`config.mk`:
```
export PLATFORM = sky130hd
export DESIGN_NAME = rtc_irq_ctrl
export DESIGN_NICKNAME = d
export VERILOG_FILES = /design/src/rtl/rtc_irq_pkg.sv /design/src/rtl/rtc_timebase.sv /design/src/rtl/rtc_flags.sv /design/src/rtl/rtc_irq_ctrl.sv
export SDC_FILE = /design/constraint.sdc
export NUM_CORES = 1
export LEC_CHECK = 0
export BUFFER_PORTS_ARGS = -buffer_cell sky130_fd_sc_hd__buf_2
export CAP_MARGIN = 20
export CORE_UTILIZATION = 59
export CTS_CLUSTER_SIZE = 24
export DETAILED_ROUTE_END_ITERATION = 8
export PLACE_DENSITY = 0.79
export SKIP_CTS_REPAIR_TIMING = 1
export SYNTH_ARGS = -nofsm -noshare
export SYNTH_HDL_FRONTEND = slang
export SYNTH_HIERARCHICAL = 1
export SYNTH_SLANG_ARGS = --single-unit
```
`constraint.sdc`:
```
create_clock -name clk -period 2.15 [get_ports clk]
set_input_delay 0 -clock clk [delete_from_list [all_inputs] [get_ports clk]]
set_output_delay 0 -clock clk [all_outputs]
set_load 0.005 [all_outputs]
```
`src/rtl/rtc_irq_pkg.sv`:
```
package rtc_irq_pkg;

   typedef enum logic [1:0] {
      SEL_CTLA  = 2'd0,
      SEL_CTLB  = 2'd1,
      SEL_FLAGS = 2'd2,
      SEL_VALID = 2'd3
   } reg_sel_e;

   // divisor value that lets the time base run
   localparam logic [2:0] DIV_RUN = 3'b010;

   typedef struct packed {
      logic       inhibit;   // set-time: abort and block updates
      logic       per_en;    // periodic interrupt enable
      logic       alm_en;    // alarm enable (no alarm source here)
      logic       upd_en;    // update-ended interrupt enable
      logic [3:0] misc;      // stored, no function in this block
   } ctlb_t;

endpackage

```
`src/rtl/rtc_timebase.sv`:
```
module rtc_timebase #(
   parameter int TICKS_PER_SEC = 32768,
   parameter int LEAD_TICKS    = 8,
   parameter int RATE_W        = 15
) (
   input  logic       clk,
   input  logic       rst_n,
   input  logic       tick_i,
   input  logic       run_i,
   input  logic [3:0] rate_i,
   input  logic       inhibit_i,
   input  logic       upd_done_i,
   output logic       per_evt_o,
   output logic       upd_evt_o,
   output logic       uip_o,
   output logic       upd_req_o
);

   localparam int SEC_W = $clog2(TICKS_PER_SEC);
   localparam logic [SEC_W-1:0] SEC_LAST = SEC_W'(TICKS_PER_SEC - 1);
   localparam logic [SEC_W-1:0] SEC_WARN = SEC_W'(TICKS_PER_SEC - 1 - LEAD_TICKS);

   if (RATE_W < 14) begin : g_bad_rate_w
      $error("RATE_W must cover the slowest periodic rate (14 bits)");
   end
   if (LEAD_TICKS < 1 || TICKS_PER_SEC < LEAD_TICKS + 2) begin : g_bad_lead
      $error("LEAD_TICKS must be at least 1 and leave room in the second");
   end

   logic [RATE_W-1:0] pcnt_q;
   logic [SEC_W-1:0]  scnt_q;
   logic              uip_q;
   logic              req_q;
   logic [15:0]       tap;

   // one tap per rate code: all-ones in the low K bits ends a period
   assign tap[0] = 1'b0;
   for (genvar c = 1; c < 16; c++) begin : g_tap
      localparam int K = (c < 3) ? c + 6 : c - 1;
      assign tap[c] = &pcnt_q[K-1:0];
   end

   always_ff @(posedge clk or negedge rst_n) begin
      if (!rst_n) begin
         pcnt_q <= '0;
         scnt_q <= '0;
         uip_q  <= 1'b0;
         req_q  <= 1'b0;
      end else begin
         req_q <= run_i & tick_i & (scnt_q == SEC_LAST) & uip_q & ~inhibit_i;
         if (!run_i) begin
            pcnt_q <= '0;
            scnt_q <= '0;
         end else if (tick_i) begin
            pcnt_q <= pcnt_q + 1'b1;
            scnt_q <= (scnt_q == SEC_LAST) ? '0 : scnt_q + 1'b1;
         end
         if (inhibit_i || !run_i)
            uip_q <= 1'b0;
         else if (tick_i && scnt_q == SEC_WARN)
            uip_q <= 1'b1;
         else if (upd_done_i)
            uip_q <= 1'b0;
      end
   end

   assign per_evt_o = run_i & tick_i & tap[rate_i];
   assign upd_evt_o = upd_done_i & uip_q & ~inhibit_i;
   assign uip_o     = uip_q;
   assign upd_req_o = req_q;

   a_r6_inhibit_blocks_req: assert property (@(posedge clk) disable iff (!rst_n)
      inhibit_i |=> !upd_req_o);
   a_r5_req_inside_uip: assert property (@(posedge clk) disable iff (!rst_n)
      upd_req_o |-> uip_o);
   a_r10_halt_clears_uip: assert property (@(posedge clk) disable iff (!rst_n)
      !run_i |=> !uip_o);
   a_r3_code0_silent: assert property (@(posedge clk) disable iff (!rst_n)
      (rate_i == 4'd0) |-> !per_evt_o);

endmodule

```
`src/rtl/rtc_flags.sv`:
```
module rtc_flags #(
   parameter int NFLAG = 3
) (
   input  logic             clk,
   input  logic             rst_n,
   input  logic [NFLAG-1:0] evt_i,      // {periodic, alarm, update}
   input  logic [NFLAG-1:0] en_i,
   input  logic             clr_i,
   input  logic             vrd_i,
   input  logic             pwr_fail_i,
   output logic [NFLAG-1:0] flags_o,
   output logic             irq_o,
   output logic             vrt_o
);

   logic [NFLAG-1:0] flg_q;
   logic             vrt_q;

   for (genvar i = 0; i < NFLAG; i++) begin : g_flag
      always_ff @(posedge clk or negedge rst_n) begin
         if (!rst_n) flg_q[i] <= 1'b0;
         else        flg_q[i] <= (flg_q[i] & ~clr_i) | evt_i[i];
      end
   end

   always_ff @(posedge clk or negedge rst_n) begin
      if (!rst_n)          vrt_q <= 1'b0;
      else if (pwr_fail_i) vrt_q <= 1'b0;
      else if (vrd_i)      vrt_q <= 1'b1;
   end

   assign flags_o = flg_q;
   assign irq_o   = |(flg_q & en_i);
   assign vrt_o   = vrt_q;

   a_r8_event_kept: assert property (@(posedge clk) disable iff (!rst_n)
      evt_i[NFLAG-1] |=> flags_o[NFLAG-1]);
   a_r7_read_clears: assert property (@(posedge clk) disable iff (!rst_n)
      (clr_i && evt_i == '0) |=> flags_o == '0);
   a_r9_vrt_after_read: assert property (@(posedge clk) disable iff (!rst_n)
      (vrd_i && !pwr_fail_i) |=> vrt_o);
   a_r9_vrt_power_loss: assert property (@(posedge clk) disable iff (!rst_n)
      pwr_fail_i |=> !vrt_o);

endmodule

```
`src/rtl/rtc_irq_ctrl.sv`:
```
module rtc_irq_ctrl
   import rtc_irq_pkg::*;
#(
   parameter int         TICKS_PER_SEC = 32768,
   parameter int         LEAD_TICKS    = 8,
   parameter int         RATE_W        = 15,
   parameter logic [2:0] DIV_RESET     = DIV_RUN
) (
   input  logic       clk,
   input  logic       rst_n,
   input  logic       rd_en,
   input  logic       wr_en,
   input  logic [1:0] addr,
   input  logic [7:0] wdata,
   output logic [7:0] rdata,
   input  logic       tick,
   input  logic       upd_done,
   input  logic       pwr_fail,
   output logic       upd_req,
   output logic       irq
);

   logic [2:0] div_q;
   logic [3:0] rate_q;
   ctlb_t      ctlb_q;
   logic [7:0] rdata_q;
   logic [7:0] rd_mux;
   logic       run, uip, per_evt, upd_evt, irq_w, vrt;
   logic [2:0] flags;

   assign run = (div_q == DIV_RUN);

   always_ff @(posedge clk or negedge rst_n) begin
      if (!rst_n) begin
         div_q  <= DIV_RESET;
         rate_q <= '0;
         ctlb_q <= '0;
      end else if (wr_en) begin
         if (addr == SEL_CTLA) begin
            div_q  <= wdata[6:4];
            rate_q <= wdata[3:0];
         end
         if (addr == SEL_CTLB) ctlb_q <= ctlb_t'(wdata);
      end
   end

   rtc_timebase #(
      .TICKS_PER_SEC(TICKS_PER_SEC),
      .LEAD_TICKS   (LEAD_TICKS),
      .RATE_W       (RATE_W)
   ) u_tb (
      .clk       (clk),
      .rst_n     (rst_n),
      .tick_i    (tick),
      .run_i     (run),
      .rate_i    (rate_q),
      .inhibit_i (ctlb_q.inhibit),
      .upd_done_i(upd_done),
      .per_evt_o (per_evt),
      .upd_evt_o (upd_evt),
      .uip_o     (uip),
      .upd_req_o (upd_req)
   );

   rtc_flags #(.NFLAG(3)) u_fl (
      .clk       (clk),
      .rst_n     (rst_n),
      .evt_i     ({per_evt, 1'b0, upd_evt}),
      .en_i      ({ctlb_q.per_en, ctlb_q.alm_en, ctlb_q.upd_en}),
      .clr_i     (rd_en && addr == SEL_FLAGS),
      .vrd_i     (rd_en && addr == SEL_VALID),
      .pwr_fail_i(pwr_fail),
      .flags_o   (flags),
      .irq_o     (irq_w),
      .vrt_o     (vrt)
   );

   always_comb begin
      unique case (addr)
         SEL_CTLA:  rd_mux = {uip, div_q, rate_q};
         SEL_CTLB:  rd_mux = ctlb_q;
         SEL_FLAGS: rd_mux = {irq_w, flags, 4'b0000};
         default:   rd_mux = {vrt, 7'b0};
      endcase
   end

   always_ff @(posedge clk or negedge rst_n) begin
      if (!rst_n)     rdata_q <= '0;
      else if (rd_en) rdata_q <= rd_mux;
   end

   assign rdata = rdata_q;
   assign irq   = irq_w;

   a_r7_low_nibble_zero: assert property (@(posedge clk) disable iff (!rst_n)
      (rd_en && addr == SEL_FLAGS) |=> rdata[3:0] == 4'b0000);
   a_r11_valid_low_zero: assert property (@(posedge clk) disable iff (!rst_n)
      (rd_en && addr == SEL_VALID) |=> rdata[6:0] == 7'b0);

endmodule

```
Word-level counts from Yosys, hierarchy flattened:

Index checks and enable logic that the tools add are counted.
Widths: inputs -> output; s select.

* bits in registers: 59
* output and inout port bits: 10
* input bits: 17
* word-level logic and storage cells: 78

* bitwise logic cells: 15
* muxes and demuxes: 13
* $lt $le $gt $ge: 1
* equal/unequal tests: 7
* reduce and logical (&&, ||, !) cells: 24
* $add $sub $neg: 2

Operators with widths (count)
* $mux 15: 5
* $add 15x1->15 const B: 2
* $eq 15x15->1 const B: 2
* $pmux 8 s3: 1
* $reduce_and 14->1: 1
* $reduce_and 13->1: 1
* $reduce_and 12->1: 1
* $reduce_and 11->1: 1
* $and 1x1->1: 10
* $reduce_and 10->1: 1
* $reduce_and 9->1: 1
* $reduce_and 8->1: 1
* $reduce_and 7->1: 1
* $mux 1: 6
* $reduce_and 2->1: 3
* $reduce_and 6->1: 1
* $lt 4x5->1 const B: 1
* $reduce_and 5->1: 1
* $bmux 1 s4: 1
* $eq 2x2->1 const B: 2
* $reduce_and 4->1: 1
* $and 3x3->3: 1
* $eq 3x2->1 const B: 1
* $logic_and 1x1->1: 3
* other kinds (11): 13

Logic depth before layout (Yosys ltp):

* depth after elaboration: 5
* depth in mapped cells: 10
* gate-level depth less buffers: 10

Cells and area by module:

The synthesis kept the hierarchy.

Modules (own cells, without submodules)
* rtc_timebase: cells an instance 193, area each 1785.5 um2, times used 1, seq. area each 775.7 um2
* rtc_irq_ctrl: cells an instance 80, area each 1064.8 um2, times used 1, seq. area each 576.8 um2
* rtc_flags: cells an instance 12, area each 148.9 um2, times used 1, seq. area each 100.1 um2

Worst setup path after synthesis:

No wires, ideal clock.

* path kind: reg-to-reg
* start: register div_q[1]
* end: register u_tb.scnt_q[13]
* data required time: 2081 ps
* arrival time: 1716 ps
* library setup time: 69 ps
* clock period less this slack: 1785 ps
* buffers on the path: 0
* cell stages (with the launch flop): 7
* slack: 365 ps
* path through: dfstp_2 -> nor3b_1 -> nand2_1 -> inv_1 -> nand2b_4 -> or3_1 -> nand3_1

* cells in the longest elaborated chain, start to end: 2

RTL lines
* start: declaration: RTL line rtc_irq_ctrl.sv:23 `logic [2:0] div_q;`
* start signal: assignment: RTL line rtc_irq_ctrl.sv:40 `div_q <= wdata[6:4];`
* $eq 3x2->1 *: RTL line rtc_irq_ctrl.sv:31 `assign run = (div_q == DIV_RUN);`
* named net run: RTL line rtc_irq_ctrl.sv:28 `logic run, uip, per_evt, upd_evt, irq_w, vrt;`
* $ne 2x2->1 (no source line) or $mux 15 (tied branches)
* end signal: assignment: RTL line rtc_timebase.sv:56 `scnt_q <= (scnt_q == SEC_LAST) ? '0 : scnt_q + 1'b1;`
* end: declaration: RTL line rtc_timebase.sv:31 `logic [SEC_W-1:0] scnt_q;`

Mark *: on every way through the listed nets, which the timed path passes. The rest lies on a longest branch.
A chain may end at the register's enable or synchronous reset.

Worst setup path after layout:

* start: register u_tb.pcnt_q[0]
* end: register u_fl.flg_q[2], in the netlist u_fl/flags_o[2]

* cells in the longest elaborated chain, start to end: 5

RTL lines
* start: declaration: RTL line rtc_timebase.sv:30 `logic [RATE_W-1:0] pcnt_q;`
* start signal: assignment: RTL line rtc_timebase.sv:55 `pcnt_q <= pcnt_q + 1'b1;`
* $reduce_and 14->1, or another cell as far along: RTL line rtc_timebase.sv:40 `assign tap[c] = &pcnt_q[K-1:0];`
* $bmux 1 s4 *: RTL line rtc_timebase.sv:67 `assign per_evt_o = run_i & tick_i & tap[rate_i];`
* $mux 1 (not written as such) *: RTL line rtc_timebase.sv:67
* $and 1x1->1 *: RTL line rtc_timebase.sv:67
* named net per_evt: RTL line rtc_irq_ctrl.sv:28
* $or 1x1->1 *: RTL line rtc_flags.sv:22 `else flg_q[i] <= (flg_q[i] & ~clr_i) | evt_i[i];`
* end signal: indexed assignment: RTL line rtc_flags.sv:22
* end: declaration: RTL line rtc_flags.sv:16 `logic [NFLAG-1:0] flg_q;`

Mark *: on every way through the listed nets, which the timed path passes. The rest lies on a longest branch. The select of a mux whose other input is x is not followed.

==> results.md <==
- Outcome: complete, no violations
- Number of distinct library cell variants in the gate-level netlist after synthesis: 50
- Uppermost signal routing layer after detailed routing: met4
- TritonCTS clock tree: yes
- Clock period minus worst slack: 1870 ps
- Unrepaired setup endpoints after global routing: false
- Fraction of post-synthesis cell area in the top cell type by area: 0.476
- Share of synthesized registers carrying an async set or reset: 1.00
- Total iterations of the first detailed-routing run: 4
- Max Clock Freq: between 500 and 600 MHz
- Number of global-route vias before repair: approximately 2100
- Grt ovf: 0
- Drt total wl: ~5900 um
- Hpwl dp: about 3900 um
- Root buf cell: sky130_fd_sc_hd__clkbuf_8
- Routed length on met1: approximately 2700 um
- Tightest Pin Transition: 718 ps
- Ant diodes: 0
- Initial core utilization: 0.623
- Largest cells by area after synthesis: sky130_fd_sc_hd__dfrtp_1 48%, sky130_fd_sc_hd__mux2_2 6.0%, sky130_fd_sc_hd__mux2i_1 4.7%
- Number of top-level design ports: 27
- Worst Setup End Kind: flop
- Most used flip-flop cell after synthesis: sky130_fd_sc_hd__dfrtp_1
- Kind of critical path: flop to flop
- Standby leakage power: around 0.0016 uW
- Clock Latency Late Sink: ~330 ps
- Post-route clock skew: 8.45 ps
- Number of hold-slack violations in the final timing report: 0
- Overall power of the completed layout: about 2500 uW
- Cell Area, Synth: ~3000 sq um
- Worst min-delay path category: primary input to flop
- Setup violation total in the final timing report: 0
- Number of nets in the finished design: ~350
- Die H: approximately 73 um
- Width of the chip: 73.3 um
- Avg Synthesized Cell Area: 10.5 sq um
- Die area: around 5400 sq um
- Count of maximum capacitance violations: 0
- Area growth from synthesis to layout: 15.5%
- Clock Path Buffers: 2
- Detail-routed net length per standard cell: ~15 um
- Yosys synthesis warning count: 6
- First-iteration detailed-routing DRC count: around 110
- Largest net degree at the start of global routing: 59
- Routability cong.: between 0.8 and 0.9
- Wire length of the first global-routing pass: between 9000 and 10000 um
- Deepest level of the CTS H-tree: 3
- Total power divided by cell area: between 700 and 800 nW/um^2
- Post-synth EDFFs: 0
- Amount of wire on met3 after detailed routing: about 240 um
- Total number of placement rows: 25
- Core utilization of the finished layout: 0.719
- Relative max-transition margin: 0.521
- Synth area leader: sky130_fd_sc_hd__dfrtp_1
- Met2 wirelength from detailed routing: 2820 um
- Number of cells produced by synthesis: 285
- Peak supply drop: between 0.0003 and 0.0004 V
- Via count: approximately 2300
- Standard cell core area: roughly 4800 sq um
- Setup TNS: 0 ps
- Routed via count divided by cell count: about 5.7
- FF+latch count, synth: between 50 and 60
- Arrival time at the worst endpoint: about 2100 ps
- Share of layout cells above drive strength 1: 0.236
- Remaining antenna violation count: 0
- Final Cycle Share: 0.872
- Worst Path Max Fanout: 5
- Overall global routing resource usage: 0.241
- Clock net sink count: 58
- Buffers added on ports: 26
- Clock-pin transition on the worst setup and hold timing paths: around 70 ps
- Remaining DRCs: 0
- Number of antenna violations at the first check in global routing: 0
- Crit path launch type: flop
- Total nets after synthesis: between 300 and 400
- Number of pins exceeding their max-slew limit in the final report: 0
- Sequential share of the synthesized area: 0.484
- Required time of the critical path: ~2400 ps
- Number of buffers created by CTS: 9
## worst max-delay path, cell delays in order (launching register included)
cell and delay [ps]:
sky130_fd_sc_hd__dfrtp_1 400, sky130_fd_sc_hd__ha_1 250, sky130_fd_sc_hd__nand4_1 160, sky130_fd_sc_hd__nor2_4 70
sky130_fd_sc_hd__ha_1 190, sky130_fd_sc_hd__nand2b_1 70, sky130_fd_sc_hd__nand4b_1 90, sky130_fd_sc_hd__nand2_1 80
sky130_fd_sc_hd__o311ai_1 80, sky130_fd_sc_hd__and4b_1 220, sky130_fd_sc_hd__a21o_1 150
## cells in the final DEF, fill, tap and decap left out, types with 10 or more instances in the layout
master,n
sky130_fd_sc_hd__buf_2,26
sky130_fd_sc_hd__clkbuf_8,10
sky130_fd_sc_hd__dfrtp_1,57
sky130_fd_sc_hd__dlygate4sd3_1,11
sky130_fd_sc_hd__inv_1,10
sky130_fd_sc_hd__mux2_2,16
sky130_fd_sc_hd__mux2i_1,14
sky130_fd_sc_hd__nand2_1,22
sky130_fd_sc_hd__nand3_1,15
sky130_fd_sc_hd__nor2_1,28
## path summary, 6_finish.rpt
path | start | to | slack, ps | cells after the start
max reg2reg | u_tb/pcnt_q[0]$_DFFE_PN0P_ | u_fl/flags_o[2]$_DFF_PN0_ | 280 | 10
max in group asynchronous | rst_n | rdata[4]$_DFFE_PN0P_ | 1330 | 3
min | upd_done | u_tb/uip_o$_DFFE_PN0P_ | 20 | 4
min reg2reg | rdata[3]$_DFFE_PN0P_ | rdata[3]$_DFFE_PN0P_ | 490 | 1
max | u_tb/pcnt_q[0]$_DFFE_PN0P_ | u_fl/flags_o[2]$_DFF_PN0_ | 280 | 10
min in group asynchronous | rst_n | ctlb_q[7]$_DFFE_PN0P_ | 330 | 3
## per-layer routing
layer  GRT usage  vias up
met5           0        -
met4       0.118        0
li1            -     1103
met3      0.0494        9
met1       0.314     1111
met2       0.387       57
## synthesized netlist by cell type, drive strengths merged, types with 3 or more instances
| cell | count |
|---|---|
| a21o | 9 |
| clkbuf | 4 |
| nand3b | 3 |
| o21ai | 7 |
| buf | 7 |
| or2 | 4 |
| nor3b | 5 |
| a31oi | 5 |
| nor3 | 5 |
| inv | 10 |
| nand2 | 22 |
| mux2i | 14 |
| nand4 | 11 |
| o2bb2ai | 4 |
| xnor2 | 4 |
| xor2 | 9 |
| nor2 | 30 |
| or3 | 4 |
| dfrtp | 57 |
| and3 | 6 |
| nand3 | 15 |
| ha | 5 |
| mux2 | 16 |
| nand2b | 4 |
| a21oi | 6 |
## cell type report
| class | count | area [sq um] |
|---|---|---|
| flip-flops and latches | 58 | 1450 |
| multi-input cells | 206 | 1450 |
| fillers | 357 | 1350 |
| repair buffers | 41 | 270 |
| clock buffers | 11 | 141 |
| well taps | 67 | 83.8 |
| inverters | 10 | 37.5 |
| clock inverters | 5 | 30.0 |
## flip-flops by register name (all words and copies together), names as in the netlist
| name | cells |
|---|---|
| ctlb_q | 8 |
| div_q | 3 |
| rate_q | 4 |
| rdata | 8 |
| u_fl/flags_o | 3 |
| u_fl/vrt_o | 1 |
| u_tb/pcnt_q | 14 |
| u_tb/scnt_q | 15 |
| u_tb/uip_o | 1 |
| u_tb/upd_req_o | 1 |
## per-stage QoR
| step | setup WS [ps] | instance area (sq um) | hold slack [ps] | cells |
|---|---|---|---|---|
| final | 275 | 3460 | 19.0 | 398 |
| after CTS | 165 | 3350 | -197 | 387 |
| after global routing | 51.9 | 3460 | 49.4 | 398 |
| after global placement | 246 | 3180 | 155 | 371 |
| after detailed placement | 179 | 3180 | 157 | 371 |
| after floorplan | 365 | 3000 | -296 | 285 |
## report_power, final
part	switching (uW)	internal [uW]	total (uW)
clock	423	443	866
combinational	165	172	337
sequential	85.9	1180	1270
total	674	1790	2470
## logic make-up (layout without fill, tap and decap cells)
family | after synthesis | count (layout) | synth area share
other | 1 | 1 | 0.00125
and+or+nand+nor | 118 | 118 | 0.224
DFF | 58 | 58 | 0.484
muxes | 30 | 30 | 0.107
xor gates and xnor gates | 13 | 13 | 0.0380
buffers and inverters | 21 | 67 | 0.0350
AOI/OAI and AO/OA | 39 | 39 | 0.0901
adders and majority gates | 5 | 5 | 0.0209
Note: power is estimated with default switching activity, not from simulation.
